### src/rtl/dmh_pkg.sv
package dmh_pkg;
    typedef enum logic [1:0] {
        ST_IDLE  = 2'd0,
        ST_SERVE = 2'd1,
        ST_CLEAR = 2'd2
    } chan_state_e;
endpackage

### src/rtl/dmh_ext_edge.sv
module dmh_ext_edge #(
    parameter int NUM_EXT = 2
) (
    input  logic               clk,
    input  logic               rst_n,
    input  logic [NUM_EXT-1:0] pin,
    input  logic [NUM_EXT-1:0] clr,
    output logic [NUM_EXT-1:0] pend
);
    logic [NUM_EXT-1:0] sync1, sync2, prev;
    logic [NUM_EXT-1:0] rise;

    assign rise = sync2 & ~prev;

    always_ff @(posedge clk or negedge rst_n) begin
        if (!rst_n) begin
            sync1 <= '0;
            sync2 <= '0;
            prev  <= '0;
            pend  <= '0;
        end else begin
            sync1 <= pin;
            sync2 <= sync1;
            prev  <= sync2;
            // a fresh edge wins over a clear in the same cycle
            pend  <= rise | (pend & ~clr);
        end
    end

    for (genvar i = 0; i < NUM_EXT; i++) begin : g_chk
        assert_pend_from_edge_R7: assert property (@(posedge clk) disable iff (!rst_n)
            $rose(pend[i]) |-> $past(rise[i]));
        assert_pend_hold_R8: assert property (@(posedge clk) disable iff (!rst_n)
            (pend[i] && !clr[i]) |=> pend[i]);
    end
endmodule

### src/rtl/dmh_line_map.sv
module dmh_line_map #(
    parameter int                   NUM_LINES = 16,
    parameter int                   NUM_EXT   = 2,
    parameter int                   EXT_BASE  = 8,
    parameter logic [NUM_LINES-1:0] RSVD_MASK = 16'h0C00
) (
    input  logic [NUM_LINES-1:0] per_sreq,
    input  logic [NUM_LINES-1:0] per_breq,
    input  logic [NUM_LINES-1:0] per_lsreq,
    input  logic [NUM_LINES-1:0] per_lbreq,
    input  logic [NUM_EXT-1:0]   ext_pend,
    output logic [NUM_LINES-1:0] eff_s,
    output logic [NUM_LINES-1:0] eff_b,
    output logic [NUM_LINES-1:0] eff_ls,
    output logic [NUM_LINES-1:0] eff_lb
);
    always_comb begin
        eff_s  = per_sreq  & ~RSVD_MASK;
        eff_b  = per_breq  & ~RSVD_MASK;
        eff_ls = per_lsreq & ~RSVD_MASK;
        eff_lb = per_lbreq & ~RSVD_MASK;
        for (int e = 0; e < NUM_EXT; e++) begin
            // pin-fed lines: single requests only, never last
            eff_s[EXT_BASE+e]  = ext_pend[e];
            eff_b[EXT_BASE+e]  = 1'b0;
            eff_ls[EXT_BASE+e] = 1'b0;
            eff_lb[EXT_BASE+e] = 1'b0;
        end
    end
endmodule

### src/rtl/dmh_chan_fsm.sv
module dmh_chan_fsm
    import dmh_pkg::*;
#(
    parameter int NUM_LINES = 16,
    parameter int SEL_W     = 4
) (
    input  logic                 clk,
    input  logic                 rst_n,
    input  logic                 en,
    input  logic                 pflow,
    input  logic [SEL_W-1:0]     sel,
    input  logic [NUM_LINES-1:0] line_s,
    input  logic [NUM_LINES-1:0] line_b,
    input  logic [NUM_LINES-1:0] line_ls,
    input  logic [NUM_LINES-1:0] line_lb,
    input  logic                 done,
    output logic                 req,
    output logic                 burst,
    output logic                 last,
    output logic [NUM_LINES-1:0] clr_vec
);
    chan_state_e      state;
    logic             burst_q, last_q;
    logic [SEL_W-1:0] sel_q;
    logic             s_in, b_in;

    assign s_in = line_s[sel];
    assign b_in = line_b[sel];

    always_ff @(posedge clk or negedge rst_n) begin
        if (!rst_n) begin
            state   <= ST_IDLE;
            burst_q <= 1'b0;
            last_q  <= 1'b0;
            sel_q   <= '0;
        end else begin
            unique case (state)
                ST_IDLE: if (en && (s_in || b_in)) begin        // ACCEPT
                    state   <= ST_SERVE;
                    burst_q <= b_in;
                    last_q  <= pflow && (b_in ? line_lb[sel] : line_ls[sel]);
                    sel_q   <= sel;
                end
                ST_SERVE: if (done) state <= ST_CLEAR;          // DONE
                ST_CLEAR: state <= ST_IDLE;                     // RELEASE
                default:  state <= ST_IDLE;
            endcase
        end
    end

    always_comb begin
        req     = (state == ST_SERVE);
        burst   = req && burst_q;
        last    = req && last_q;
        clr_vec = '0;
        if (state == ST_CLEAR) clr_vec[sel_q] = 1'b1;
    end

    assert_clear_after_done_R5: assert property (@(posedge clk) disable iff (!rst_n)
        (req && done) |=> ($countones(clr_vec) == 1) && !req);
    assert_clear_one_cycle_R5: assert property (@(posedge clk) disable iff (!rst_n)
        (clr_vec != '0) |=> (clr_vec == '0));
    assert_type_held_R6: assert property (@(posedge clk) disable iff (!rst_n)
        (req && !done) |=> req && $stable(burst) && $stable(last));
    assert_burst_first_R2: assert property (@(posedge clk) disable iff (!rst_n)
        (state == ST_IDLE && en && s_in && b_in) |=> burst);
    assert_last_gated_R4: assert property (@(posedge clk) disable iff (!rst_n)
        (state == ST_IDLE && en && !pflow) |=> !last);
    assert_disabled_quiet_R10: assert property (@(posedge clk) disable iff (!rst_n)
        (state == ST_IDLE && !en) |=> !req);
endmodule

### src/rtl/dmh_req_unit.sv
module dmh_req_unit #(
    parameter int                   NUM_LINES = 16,
    parameter int                   NUM_CH    = 8,
    parameter int                   NUM_EXT   = 2,
    parameter int                   EXT_BASE  = 8,
    parameter logic [NUM_LINES-1:0] RSVD_MASK = 16'h0C00
) (
    input  logic                                clk,
    input  logic                                rst_n,
    input  logic [NUM_LINES-1:0]                per_sreq,
    input  logic [NUM_LINES-1:0]                per_breq,
    input  logic [NUM_LINES-1:0]                per_lsreq,
    input  logic [NUM_LINES-1:0]                per_lbreq,
    input  logic [NUM_EXT-1:0]                  ext_pin,
    input  logic [NUM_CH*$clog2(NUM_LINES)-1:0] ch_sel,
    input  logic [NUM_CH-1:0]                   ch_en,
    input  logic [NUM_CH-1:0]                   ch_pflow,
    input  logic [NUM_CH-1:0]                   ch_done,
    output logic [NUM_CH-1:0]                   ch_req,
    output logic [NUM_CH-1:0]                   ch_burst,
    output logic [NUM_CH-1:0]                   ch_last,
    output logic [NUM_LINES-1:0]                per_clr
);
    localparam int SEL_W = $clog2(NUM_LINES);

    logic [NUM_EXT-1:0]   ext_pend, ext_clr;
    logic [NUM_LINES-1:0] eff_s, eff_b, eff_ls, eff_lb;
    logic [NUM_LINES-1:0] ch_clr [NUM_CH];

    assign ext_clr = per_clr[EXT_BASE +: NUM_EXT];

    dmh_ext_edge #(.NUM_EXT(NUM_EXT)) u_ext (
        .clk(clk), .rst_n(rst_n), .pin(ext_pin), .clr(ext_clr), .pend(ext_pend)
    );

    dmh_line_map #(
        .NUM_LINES(NUM_LINES), .NUM_EXT(NUM_EXT),
        .EXT_BASE(EXT_BASE), .RSVD_MASK(RSVD_MASK)
    ) u_map (
        .per_sreq(per_sreq), .per_breq(per_breq),
        .per_lsreq(per_lsreq), .per_lbreq(per_lbreq),
        .ext_pend(ext_pend),
        .eff_s(eff_s), .eff_b(eff_b), .eff_ls(eff_ls), .eff_lb(eff_lb)
    );

    for (genvar c = 0; c < NUM_CH; c++) begin : g_ch
        dmh_chan_fsm #(.NUM_LINES(NUM_LINES), .SEL_W(SEL_W)) u_fsm (
            .clk(clk), .rst_n(rst_n),
            .en(ch_en[c]), .pflow(ch_pflow[c]),
            .sel(ch_sel[c*SEL_W +: SEL_W]),
            .line_s(eff_s), .line_b(eff_b), .line_ls(eff_ls), .line_lb(eff_lb),
            .done(ch_done[c]),
            .req(ch_req[c]), .burst(ch_burst[c]), .last(ch_last[c]),
            .clr_vec(ch_clr[c])
        );
    end

    always_comb begin
        per_clr = '0;
        for (int c = 0; c < NUM_CH; c++) per_clr = per_clr | ch_clr[c];
    end

    assert_rsvd_silent_R9: assert property (@(posedge clk) disable iff (!rst_n)
        (per_clr & RSVD_MASK) == '0);
endmodule

### config.mk
export PLATFORM = sky130hd
export DESIGN_NAME = dmh_req_unit
export DESIGN_NICKNAME = d
export VERILOG_FILES = /design/src/rtl/dmh_pkg.sv /design/src/rtl/dmh_ext_edge.sv /design/src/rtl/dmh_line_map.sv /design/src/rtl/dmh_chan_fsm.sv /design/src/rtl/dmh_req_unit.sv
export SDC_FILE = /design/constraint.sdc
export NUM_CORES = 1
export LEC_CHECK = 0
export ABC_AREA = 1
export ABC_CLOCK_PERIOD_IN_PS = 1700
export BUFFER_PORTS_ARGS = -buffer_cell sky130_fd_sc_hd__buf_2
export CELL_PAD_IN_SITES_DETAIL_PLACEMENT = 2
export CELL_PAD_IN_SITES_GLOBAL_PLACEMENT = 2
export CORE_MARGIN = 1.5
export CORE_UTILIZATION = 28
export CTS_BUF_LIST = sky130_fd_sc_hd__clkbuf_8
export CTS_CLUSTER_SIZE = 28
export DETAILED_ROUTE_END_ITERATION = 12
export GPL_TIMING_DRIVEN = 0
export PLACE_DENSITY = 0.93
export SYNTH_ARGS = -nofsm -noshare
export SYNTH_HDL_FRONTEND = slang
export SYNTH_SLANG_ARGS = --single-unit
### constraint.sdc
create_clock -name clk -period 1.7 [get_ports clk]
set_input_delay 0.17 -clock clk [delete_from_list [all_inputs] [get_ports clk]]
set_output_delay 0.17 -clock clk [all_outputs]
set_load 0.02 [all_outputs]
Word-level counts from Yosys, hierarchy flattened

Index checks and enable logic that the tools add are counted.

Bitwise logic cells: 12
Order comparisons: 24
Eq/ne operators: 32
Mux-type cells: 120
Reduce and logical (&&, ||, !) cells: 72

Operators with widths:

| kind                                                                                 | number |
|---|---|
| 1-bit binary-select mux with 4-bit select                                            | 32 |
| 16-bit two-way mux                                                                   | 8 |
| 16-bit OR                                                                            | 7 |
| 4-bit by 5-bit less-than comparator with 1-bit output (second input constant)        | 16 |
| 1-bit two-way mux                                                                    | 48 |
| 1-bit logical AND                                                                    | 40 |
| 1-bit demux with 4-bit select                                                        | 8 |
| 4-bit by 1-bit greater-or-equal comparator with 1-bit output (second input constant) | 8 |
| 2-bit two-way mux                                                                    | 16 |
| 2-bit case mux with 2 select lines                                                   | 8 |
| 2-bit AND reduction                                                                  | 16 |
| 2-bit by 1-bit equality test with 1-bit output (second input constant)               | 8 |
| 2-bit equality test (second input constant)                                          | 8 |
| 2-bit logical NOT                                                                    | 8 |
| 2-bit by 1-bit != test with 1-bit output (second input constant)                     | 8 |
| 2-bit != test (second input constant)                                                | 8 |
| 1-bit logical OR                                                                     | 8 |
| 2-bit AND                                                                            | 2 |
| 2-bit inverter                                                                       | 2 |
| 2-bit OR                                                                             | 1 |

Flip-flop bits (word level): 72
Output and inout port bits: 40
Logic and storage cells: 296

Longest topological paths before layout

Gate-level depths: netlist (run 1).

Word-level depth: 15
Mapped depth: 14
Depth with buffers taken out: 13

Cells and area by module

From an unflattened synthesis (run 1), not the netlist that was laid out.

Cell total of the unflattened synthesis: 2571
Area, all modules: 12573.3 µm²

Modules (own cells, without submodules):

| module                            | instances | sequential area each (µm²) | cells an instance | area each (µm²) |
|---|---|---|---|---|
| dmh_chan_fsm at g_ch[0].u_fsm ... | 7         | 200.2                      | 281               | 1370.1 |
| dmh_chan_fsm at g_ch[7].u_fsm     | 1         | 200.2                      | 281               | 1360.1 |
| dmh_req_unit                      | 1         | 0.0                        | 240               | 900.9 |
| dmh_line_map                      | 1         | 0.0                        | 65                | 484.2 |
| dmh_ext_edge                      | 1         | 200.2                      | 18                | 237.7 |

Worst setup path after synthesis (run 1)

No wires, ideal clock.

Kind: reg-to-reg
From: register g_ch[3].u_fsm.state[0]
To: register u_ext.pend[0]
Setup slack: 0.257 ns
Arrival time: 1.311 ns
Data required time: 1.567 ns
Clock period less this slack: 1.443 ns
Stages on the path, launching flop included: 9
Path buffers: 0
Cells stage by stage: dfrtp_1 -> inv_1 -> nand2_1 -> nor3_1 -> inv_1 -> o21ai_0 -> nor2_1 -> nand2_1 -> o22ai_1

Word-level cells in the longest chain between the ends: 10

Ends and longest elaborated chain:

| what                     | RTL line           | RTL |
|---|---|---|
| start: declaration       | dmh_chan_fsm.sv:22 | `chan_state_e state;` |
| start signal: assignment | dmh_chan_fsm.sv:32 | `state <= ST_IDLE;` |
| start signal: assignment | dmh_chan_fsm.sv:39 | `state <= ST_SERVE;` |
| start signal: assignment | dmh_chan_fsm.sv:44 | `ST_SERVE: if (done) state <= ST_CLEAR;` |
| 2-bit equality test      | dmh_chan_fsm.sv:56 | `if (state == ST_CLEAR) clr_vec[sel_q] = 1'b1;` |
| 16-bit two-way mux       | dmh_chan_fsm.sv:56 |  |
| 16-bit OR (5 in series)  | dmh_req_unit.sv:60 | `for (int c = 0; c < NUM_CH; c++) per_clr = per_clr \| ch_clr[c];` |
| named net per_clr[8]     | dmh_req_unit.sv:22 | `output logic [NUM_LINES-1:0] per_clr` |
| 2-bit inverter           | dmh_ext_edge.sv:26 | `pend <= rise \| (pend & ~clr);` |
| 2-bit AND                | dmh_ext_edge.sv:26 |  |
| 2-bit OR                 | dmh_ext_edge.sv:26 |  |
| end signal: assignment   | dmh_ext_edge.sv:26 |  |
| end: declaration         | dmh_ext_edge.sv:8  | `output logic [NUM_EXT-1:0] pend` |

The timed path passes the listed nets, and every way through them passes these cells.
A chain may end at the register's enable or synchronous reset.

Worst setup path after layout (run 1)

From: register g_ch[5].u_fsm.sel_q[3]
To: output port per_clr[11]

Word-level cells in the longest chain between the ends: 8
Elaborated cells between the ends (all ways): 9
Classes of those cells: order compare: 2; mux: 3; bitwise: 3; reduce/logical: 1

Ends and longest elaborated chain:

| what                                                                                                                                                               | RTL line           | RTL |
|---|---|---|
| start: declaration                                                                                                                                                 | dmh_chan_fsm.sv:24 | `logic [SEL_W-1:0] sel_q;` |
| start signal: assignment                                                                                                                                           | dmh_chan_fsm.sv:42 | `sel_q <= sel;` |
| 4-bit by 5-bit less-than comparator with 1-bit output (implied by the code) / 4-bit by 1-bit greater-or-equal comparator with 1-bit output (equally long branches) | dmh_chan_fsm.sv:56 |  |
| 1-bit logical AND (implied by the code)                                                                                                                            | dmh_chan_fsm.sv:56 |  |
| 1-bit two-way mux (implied by the code)                                                                                                                            | dmh_chan_fsm.sv:56 |  |
| 1-bit demux with 4-bit select *                                                                                                                                    | -                  |  |
| 16-bit two-way mux *                                                                                                                                               | dmh_chan_fsm.sv:56 |  |
| 16-bit OR * (3 in series)                                                                                                                                          | dmh_req_unit.sv:60 |  |
| end: declaration                                                                                                                                                   | dmh_req_unit.sv:22 |  |

Every way passes the cells marked *; elsewhere a longest branch is shown, timed or not.

==> impl_metrics.ini, run 1 <==
[run_status]
run_status = finished with violations
violations = negative setup slack

[cells_and_area]
fillCellCount = 4057
drive_above_1_share_pct = 28.25
multi_input_area_um2 = 6749
finish.utilization_pct = 38.83
most_common_cell_after_layout_fill_and_taps_aside = sky130_fd_sc_hd__nand2_1
antenna_cells = 0
final_cell_mix = sky130_fd_sc_hd__nand2_1 (719), sky130_fd_sc_hd__nand3_1 (209), sky130_fd_sc_hd__inv_1 (173), sky130_fd_sc_hd__buf_2 (155), sky130_fd_sc_hd__nor2_1 (137)
layout.area.seq_um2 = 1846
layout.nets = 2121
syn_to_final_growth_pct = 36.14

[critical_path]
worst_setup_path_startpoint = g_ch[5].u_fsm.sel_q[3]
startpoint_type = flop
worstPathRequired_ns = 1.53
timing.critical_path.arrival_ns = 2.15
end_kind = primary output
rr_startpoint = u_ext.pend[1]
crit_type = reg -> out
reg2reg_setup_slack_ns = -0.12
timing.critical_path.fanout_max = 4

[die]
floorplan.initialDensity_pct = 28.52
die_h_um = 182.8
number_of_top_level_pins = 164
die_width_um = 182.8
die_area_um2 = 33400
fp.coreArea_um2 = 31720
core.rowCount = 65

[global_route]
grt_pass1_wl_mm = 82.20
grt.total_usage_pct = 32.68
grt_pass1_vias = 14146
gr-total-overflow = 0
antenna_found_initial = 0
grt_start_max_net_pins = 64

[power_and_ir_drop]
power.density_nw_per_um2 = 1075
irDropWorstVdd_uv = 418.9
power_leakage_nw = 6.818

[placed_design]
port-buffer-count = 133
gp_congestion = 0.9371
detailed_place_hpwl_mm = 37.60

[timing]
final.min_clock_period_ns = 2.323
post-route-worst-setup-slack_ns = -0.6233
grt_setup_unrepaired = yes
worst-slew-pin-transition_ns = 0.8696
timing_max_transition_violations_final = 0
setup_tns_ns = -8.638
worst_clock_skew_ns = 0.02212
finalHoldViolations = 0
post-route-period-util_pct = 136.7
relSlewSlack_pct = 42.02
setup_viol = 68
fmaxAchievable_mhz = 430.4
worst_hold_slack_ns = 0.1027

[drt]
detailedRoute.firstPassIterationCount = 7
remaining_antenna_violation_count = 0
routed_wirelength_mm = 63.43
drt_iter0_markers = 1100
detail_route.vias_per_cell = 5.710
drt_drc_violations_left = 0
total_via_count_in_the_routed_design = 13716
post_drt_wl_per_cell_um = 26.41

[min_path]
hold_path_class = in -> reg
hold_path.startpoint = ch_sel[19]

[job]
maxCapViolCount = 0

[clock_tree]
clock_path_buffers = 2
clock-root-buffer = sky130_fd_sc_hd__clkbuf_8
h-tree-depth = 3
insertion_delay_ns = 0.42
total_number_of_clock_tree_sinks = 72
cts_inserted_buffers = 9
cts_tree = done
path_clk_slew_ns = 0.09

[yosys]
yosys.area.top_type_share_pct = 32.36
yosysWarnings = 0
part_of_the_yosys_area_used_for_sequential_elements_pct = 19.91
syn_area_per_cell_um2 = 5.112
syn-cell-area_um2 = 9047
ys_ff_latch = 72
synth.lib_cells_used.distinct = 24
synth_cells = 1770
post-synth-top-area-cell = sky130_fd_sc_hd__nand2_1
ys_top_cells_by_area = sky130_fd_sc_hd__nand2_1 (32%), sky130_fd_sc_hd__dfrtp_1 (20%), sky130_fd_sc_hd__nand3_1 (12%), sky130_fd_sc_hd__inv_1 (8.8%), sky130_fd_sc_hd__nor2_1 (6.7%)
synth_fp_nets = 1894
==> sequential cells by signal, indices dropped and copies added, names as in the netlist <==
register            flops
u_ext.sync1             2
u_ext.sync2             2
u_ext.pend              2
g_ch.u_fsm.last_q       8
u_ext.prev              2
g_ch.u_fsm.state       16
g_ch.u_fsm.burst_q      8
g_ch.u_fsm.sel_q       32
==> where the power goes <==
part | total, mW | leakage, nW | internal, mW | switching, mW
sequential | 3.52 | 0.865 | 2.39 | 1.14
combinational | 8.27 | 5.86 | 2.80 | 5.47
clock | 1.45 | 0.0969 | 0.627 | 0.826
total | 13.2 | 6.82 | 5.81 | 7.43
==> kinds of logic after synthesis <==
kind of cell	after synthesis	share of synthesized area, %
buffers and inverters	323	15.99
AOI/OAI and AO/OA	132	7.786
and+or+nand+nor	1243	56.31
DFF	72	19.91
==> cells in the mapped netlist (all sizes together) <==
cell and count:
a21oi 8, a221oi 2, a22o 4, and2 1, buf 86, clkbuf 18, dfrtp 72, inv 219
nand2 785, nand3 216, nand4 28, nor2 162, nor3 43, nor4 6, o21ai 103, o22ai 13
o31ai 2, or2 2
==> cell type report <==
cell class                 count  share of cell area [%]
clock inverter                 2                 0.06095
sequential                    72                   14.98
tap                          402                   4.084
inverter                     219                   6.918
clock buffer                  12                   1.341
timing repair buffer         217                   12.62
multi-input combinational   1378                   54.79
buffer                       100                   5.201
==> through the flow <==
stage / instances / instance area, um2 / power [mW] / setup slack, ns
after CTS: 2354 / 11190 / 10.50 / -0.2996
after floorplan: 1770 / 9047 / 6.010 / 0.2569
after detailed placement: 2306 / 10250 / 8.117 / -0.5308
final: 2402 / 12320 / 13.24 / -0.6233
after global routing: 2402 / 12320 / 13.71 / -0.5760
after global placement: 2305 / 10220 / 7.713 / -0.4446
==> worst max-delay path, cell delays in order, from the launching register on <==
cell and delay (ns):
sky130_fd_sc_hd__dfrtp_2 0.50, sky130_fd_sc_hd__inv_2 0.15, sky130_fd_sc_hd__nor3_4 0.07, sky130_fd_sc_hd__nand2_1 0.08, sky130_fd_sc_hd__nand2_1 0.12, sky130_fd_sc_hd__a221oi_1 0.46, sky130_fd_sc_hd__nand2_1 0.20, sky130_fd_sc_hd__buf_6 0.17
==> repair_timing <==
action	4_1_cts	5_1_grt
endpoints found under the hold margin	88	0
endpoints found under the setup margin	75	83
hold buffers	11	0
resized for setup	160	259
gates cloned	2	9
pin swaps	13	68
buffers inserted	22	42
==> path summary, 6_finish.rpt <==
path                                          end  cells after the start
max                                   per_clr[11]                      7
min                        g_ch[4].u_fsm.sel_q[3]                      3
max reg2reg                g_ch[0].u_fsm.sel_q[3]                     11
min reg2reg                        u_ext.sync2[1]                      0
max in group asynchronous  g_ch[2].u_fsm.state[1]                      3
min in group asynchronous  g_ch[5].u_fsm.state[0]                      2
==> routing by layer <==
layer	track usage (%)	share of wire [%]
met5	0	0
met4	18.05	6.2
met3	4.865	7.1
met2	54.47	47
met1	40.48	40
No activity file was read; power rests on OpenSTA's default activity.
==> run 2: changes to the inputs <==
- CORE_MARGIN: 1.5 -> 8
- REMOVE_ABC_BUFFERS: unset -> 1
==> impl_metrics.ini, run 2 (synthesis gave the netlist of run 1 again) <==
[drt]
routed_wirelength_mm = 62.31
total_via_count_in_the_routed_design = 13438
drt_drc_violations_left = 0
detail_route.vias_per_cell = 5.757
post_drt_wl_per_cell_um = 26.69
remaining_antenna_violation_count = 0
detailedRoute.firstPassIterationCount = 5
drt_iter0_markers = 1032

[placed_design]
placed_cells_incl_taps = 2222
detailed_place_hpwl_mm = 38.18
gp_congestion = 0.9336
preCtsSetupSlack_ns = -0.8904
port-buffer-count = 147

[power_and_ir_drop]
irDropWorstVdd_uv = 423.8
power.density_nw_per_um2 = 1080
power_leakage_nw = 6.496

[cells_and_area]
biggestRegsByFlops = g_ch.u_fsm.sel_q x32, g_ch.u_fsm.state x16
syn_to_final_growth_pct = 30.59
final_cell_mix = sky130_fd_sc_hd__nand2_1 (718), sky130_fd_sc_hd__nand3_1 (212), sky130_fd_sc_hd__inv_1 (168), sky130_fd_sc_hd__nor2_1 (126), sky130_fd_sc_hd__buf_2 (120)
layout.nets = 2041
finish.utilization_pct = 36.69
fillCellCount = 4117
drive_above_1_share_pct = 25.75
max_ffs_per_register = 32
layout.cells.non_filler = 2334
registers.top_by_ff_count = g_ch.u_fsm.sel_q
most_common_cell_after_layout_fill_and_taps_aside = sky130_fd_sc_hd__nand2_1

[critical_path]
timing.critical_path.fanout_max = 5
rr_startpoint = u_ext.pend[0]
startpoint_type = flop
end_kind = primary output
crit_type = reg -> out
timing.critical_path.arrival_ns = 2.46
worst_setup_path_startpoint = g_ch[3].u_fsm.sel_q[1]
worstPathRequired_ns = 1.53

[clock_tree]
clock_path_buffers = 2
clock-root-buffer = sky130_fd_sc_hd__clkbuf_8
insertion_delay_ns = 0.42
path_clk_slew_ns = 0.11
cts_tree = done
cts_inserted_buffers = 9
h-tree-depth = 3
total_number_of_clock_tree_sinks = 72

[timing]
setup_viol = 66
post-route-period-util_pct = 154.5
worst-slew-pin-transition_ns = 1.026
finalHoldViolations = 1
worst_hold_slack_ns = -0.009467
grt_setup_unrepaired = yes
timing_max_transition_violations_final = 0
worst_clock_skew_ns = 0.02935
final.min_clock_period_ns = 2.626
relSlewSlack_pct = 31.04
fmaxAchievable_mhz = 380.8
post-route-worst-setup-slack_ns = -0.9258

[global_route]
grt_pass1_vias = 14244
grt_pass1_wl_mm = 82.39
grt_start_max_net_pins = 63
gr-total-overflow = 0
grt.total_usage_pct = 27.23
antenna_found_initial = 7

[die]
die_width_um = 195.8
floorplan.initialDensity_pct = 28.09
fp.coreArea_um2 = 32210
number_of_top_level_pins = 164
die_area_um2 = 38320
die_h_um = 195.8
core.rowCount = 66

[min_path]
hold_path.startpoint = ch_done[0]
hold_path_class = in -> reg

[job]
maxCapViolCount = 0

[run_status]
violations = negative hold slack, negative setup slack
run_status = finished with violations
-- run 2: stage by stage --
stage	TNS, ns	total power [mW]	instance area, um2
6_report	-13.20	12.76	11820
5_1_grt	-16.43	13.24	11820
4_1_cts	-3.763	10.43	10890
3_5_place_dp	-39.83	7.710	9699
3_3_place_gp	-29.22	7.244	9669
2_1_floorplan	0	5.638	8423
-- run 2: where the power goes --
part / internal (mW) / switching (mW)
combinational: 2.43 / 5.50
sequential: 2.36 / 1.02
clock: 0.609 / 0.852
-- run 2: worst paths after layout --
kind	end	depth (start not counted)	slack (ns)
setup / recovery	per_clr[1]	6	-0.93
hold / removal	g_ch[0].u_fsm.state[0]	2	-0.009
setup reg to reg	g_ch[2].u_fsm.sel_q[1]	9	-0.33
hold reg to reg	u_ext.sync2[1]	0	0.37
max in group asynchronous	g_ch[7].u_fsm.state[1]	3	0.88
min in group asynchronous	g_ch[6].u_fsm.sel_q[2]	2	0.16
-- run 2: per-layer routing --
metal	global-route usage (%)	part of all wire [%]	vias to the layer above
met5	0	0.063	-
li1	-	-	5813
met4	15.44	7.6	6
met3	3.050	6.4	276
met1	32.12	38	6712
met2	47.50	48	631
-- run 2: repair_timing --
action                                 CTS  global route
gates resized for setup                189           205
buffers inserted                        42            29
pin swaps                               33            57
setup endpoints to repair               76            80
endpoints found under the hold margin   78             1
hold buffers                             7             1
gates cloned                             6             7
-- run 2: critical path, cell delays in order, from the launching register on --
cell,delay (ns)
sky130_fd_sc_hd__dfrtp_2,0.51
sky130_fd_sc_hd__inv_1,0.13
sky130_fd_sc_hd__nand2_2,0.12
sky130_fd_sc_hd__nor3_1,0.85
sky130_fd_sc_hd__nor4_4,0.14
sky130_fd_sc_hd__nand4_1,0.14
sky130_fd_sc_hd__buf_4,0.15
-- run 2: layout make-up --
cell class                      instances  area (um2)  share of cell area (%)
Timing Repair Buffer                  227        1572                   13.30
Multi-Input combinational cell       1387        6818                   57.70
Clock buffer                           11       151.4                   1.281
Antenna cell                            4       10.01                 0.08472
Inverter                              219       883.3                   7.476
Tap cell                              408       510.5                   4.321
Timing Repair inverter                  1       7.507                 0.06354
Sequential cell                        72        1832                   15.50
Clock inverter                          5       31.28                  0.2647
==> run 3: changes to the inputs <==
- TNS_END_PERCENT: unset -> 20
==> impl_metrics.ini, run 3 (synthesis gave the netlist of run 1 again) <==
[run_status]
run_status = finished with violations
violations = negative setup slack

[critical_path]
worstPathBufferInverterCount = 3
end_kind = primary output
cp_cell_instances = inv_2 > nand2_8 > nor3_2 > inv_2 > o22ai_1 > nor2_1 > nand2_1 > buf_6
worst_setup_path_startpoint = g_ch[7].u_fsm.state[0]
startpoint_type = flop
max_stage_delay_ns = 0.41
reg2reg_depth = 9
crit_type = reg -> out
critical-path-top-delay-family = simple AND/OR/NAND/NOR gates
critical_path.most_common_cell = sky130_fd_sc_hd__inv_2
reg2reg_setup_slack_ns = -0.17
critical_path.slowest_cell = sky130_fd_sc_hd__dfrtp_1
worstPathRequired_ns = 1.53
timing.critical_path.arrival_ns = 2.03
timing.critical_path.fanout_max = 9
terminus_of_the_critical_flop_to_flop_path = g_ch[7].u_fsm.burst_q
rr_startpoint = u_ext.pend[0]

[global_route]
grt_start_max_net_pins = 63
grt_pass1_vias = 13962
antenna_found_initial = 6
grt.total_usage_pct = 26.48
grt_pass1_wl_mm = 80.28
gr-total-overflow = 0

[drt]
post_drt_wl_per_cell_um = 24.04
detailedRoute.firstPassIterationCount = 5
drt_iter0_markers = 917
detail_route.vias_per_cell = 5.614
remaining_antenna_violation_count = 0
drt_drc_violations_left = 0
total_via_count_in_the_routed_design = 12975
routed_wirelength_mm = 55.56

[min_path]
hold_critical_path_depth = 2
worst_hold_endpoint = g_ch[0].u_fsm.state[0]
hold_path.startpoint = ch_done[0]
hold_path_class = in -> reg

[placed_design]
port-buffer-count = 147
detailed_place_hpwl_mm = 38.18
gp_congestion = 0.9336

[timing]
post-route-worst-setup-slack_ns = -0.4990
setup_viol = 45
post-route-period-util_pct = 129.4
worst-slew-pin-transition_ns = 0.6031
relSlewSlack_pct = 59.75
final.min_clock_period_ns = 2.199
fmaxAchievable_mhz = 454.8
finalHoldViolations = 0
timing_max_transition_violations_final = 0
worst_clock_skew_ns = 0.01624
grt_setup_unrepaired = yes
worst_hold_slack_ns = 0.003190

[die]
fp.coreArea_um2 = 32210
core.rowCount = 66
die_area_um2 = 38320
floorplan.initialDensity_pct = 28.09
die_width_um = 195.8
number_of_top_level_pins = 164
die_h_um = 195.8

[cells_and_area]
biggestRegsByFlops = g_ch.u_fsm.sel_q x32, g_ch.u_fsm.state x16
max_ffs_per_register = 32
finish.utilization_pct = 35.00
most_common_cell_after_layout_fill_and_taps_aside = sky130_fd_sc_hd__nand2_1
layout.nets = 2017
final_cell_mix = sky130_fd_sc_hd__nand2_1 (746), sky130_fd_sc_hd__nand3_1 (210), sky130_fd_sc_hd__inv_1 (180), sky130_fd_sc_hd__nor2_1 (134), sky130_fd_sc_hd__buf_2 (119)
registers.top_by_ff_count = g_ch.u_fsm.sel_q
drive_above_1_share_pct = 21.34
fillCellCount = 4190
syn_to_final_growth_pct = 24.57

[power_and_ir_drop]
power_leakage_nw = 6.332
irDropWorstVdd_uv = 419.2
power.density_nw_per_um2 = 1036

[clock_tree]
h-tree-depth = 3
clock-root-buffer = sky130_fd_sc_hd__clkbuf_8
total_number_of_clock_tree_sinks = 72
insertion_delay_ns = 0.40
cts_tree = done
cts_inserted_buffers = 9
clock_path_buffers = 2
path_clk_slew_ns = 0.09

[job]
maxCapViolCount = 0
[run 3: changes by cell type in the layout (fill, tap and decap cells not counted), moves of 11 or more]
cell                      delta
sky130_fd_sc_hd__nand2_1    +28
sky130_fd_sc_hd__nand2_2    -19
sky130_fd_sc_hd__o21ai_2    -17
sky130_fd_sc_hd__nand2_4    -16
sky130_fd_sc_hd__inv_1      +12
sky130_fd_sc_hd__o21ai_1    +11
[run 3: metal layers]
metal  vias up  global-route usage (%)  part of all wire (%)
met5         -                       0                 0.045
li1       5758                       -                     -
met4         4                   13.05                   5.7
met3       186                   2.776                   4.6
met2       512                   46.48                    49
met1      6515                   31.83                    41
[run 3: metrics by stage]
stage / instance area [um2] / power, mW / TNS [ns] / std cells / setup slack, ns
after global routing: 11270 / 12.23 / -12.35 / 2310 / -0.5141
after floorplan: 8423 / 5.638 / 0 / 1666 / 0.2569
after detailed placement: 9699 / 7.710 / -39.83 / 2222 / -0.8904
after CTS: 10720 / 10.19 / -4.183 / 2282 / -0.2548
final: 11270 / 11.68 / -7.448 / 2311 / -0.4990
after global placement: 9669 / 7.244 / -29.22 / 2221 / -0.7374
[run 3: how the worst max path moves through the flow]
stage,endpoint,slack (ns),cells after the start
detailed placement,g_ch[5].u_fsm.last_q,-0.89,14
global route,per_clr[11],-0.51,8
floorplan,u_ext.pend[0],0.26,8
finish,per_clr[11],-0.50,8
global placement,g_ch[5].u_fsm.last_q,-0.74,12
CTS,per_clr[1],-0.25,5
[run 3: report_power, final]
part | total (mW) | internal (mW) | leakage, nW | switching [mW]
combinational | 7.03 | 2.18 | 5.35 | 4.85
sequential | 3.27 | 2.35 | 0.880 | 0.912
clock | 1.38 | 0.608 | 0.101 | 0.776
[run 3: final cells by class]
class / instances / area, um2 / share of cell area, %
clock buffers: 11 / 151.4 / 1.343
well taps: 408 / 510.5 / 4.529
repair buffers: 213 / 1399 / 12.41
repair inverters: 1 / 7.507 / 0.06661
clock inverters: 5 / 31.28 / 0.2775
diodes: 5 / 12.51 / 0.1110
multi-input cells: 1377 / 6482 / 57.52
inverters: 219 / 848.3 / 7.527
flip-flops and latches: 72 / 1828 / 16.22
[run 3: worst reg2reg max path: stages, from the launching register on]
cell and delay, ns:
sky130_fd_sc_hd__dfrtp_2 0.40, sky130_fd_sc_hd__clkinvlp_4 0.23, sky130_fd_sc_hd__buf_4 0.21, sky130_fd_sc_hd__o21ai_1 0.13
sky130_fd_sc_hd__nand4_1 0.10, sky130_fd_sc_hd__nand2_1 0.11, sky130_fd_sc_hd__nor2_1 0.05, sky130_fd_sc_hd__nand2_1 0.10
sky130_fd_sc_hd__nand2_4 0.14, sky130_fd_sc_hd__o21ai_0 0.28
[run 3: what timing repair did]
action                     4_1_cts  5_1_grt
resized for setup              164      114
hold buffers                     7        0
setup endpoints to repair       76       77
buffers inserted                34       24
cloned                           3        0
hold endpoints to repair        78        0
pin swaps                       18       40
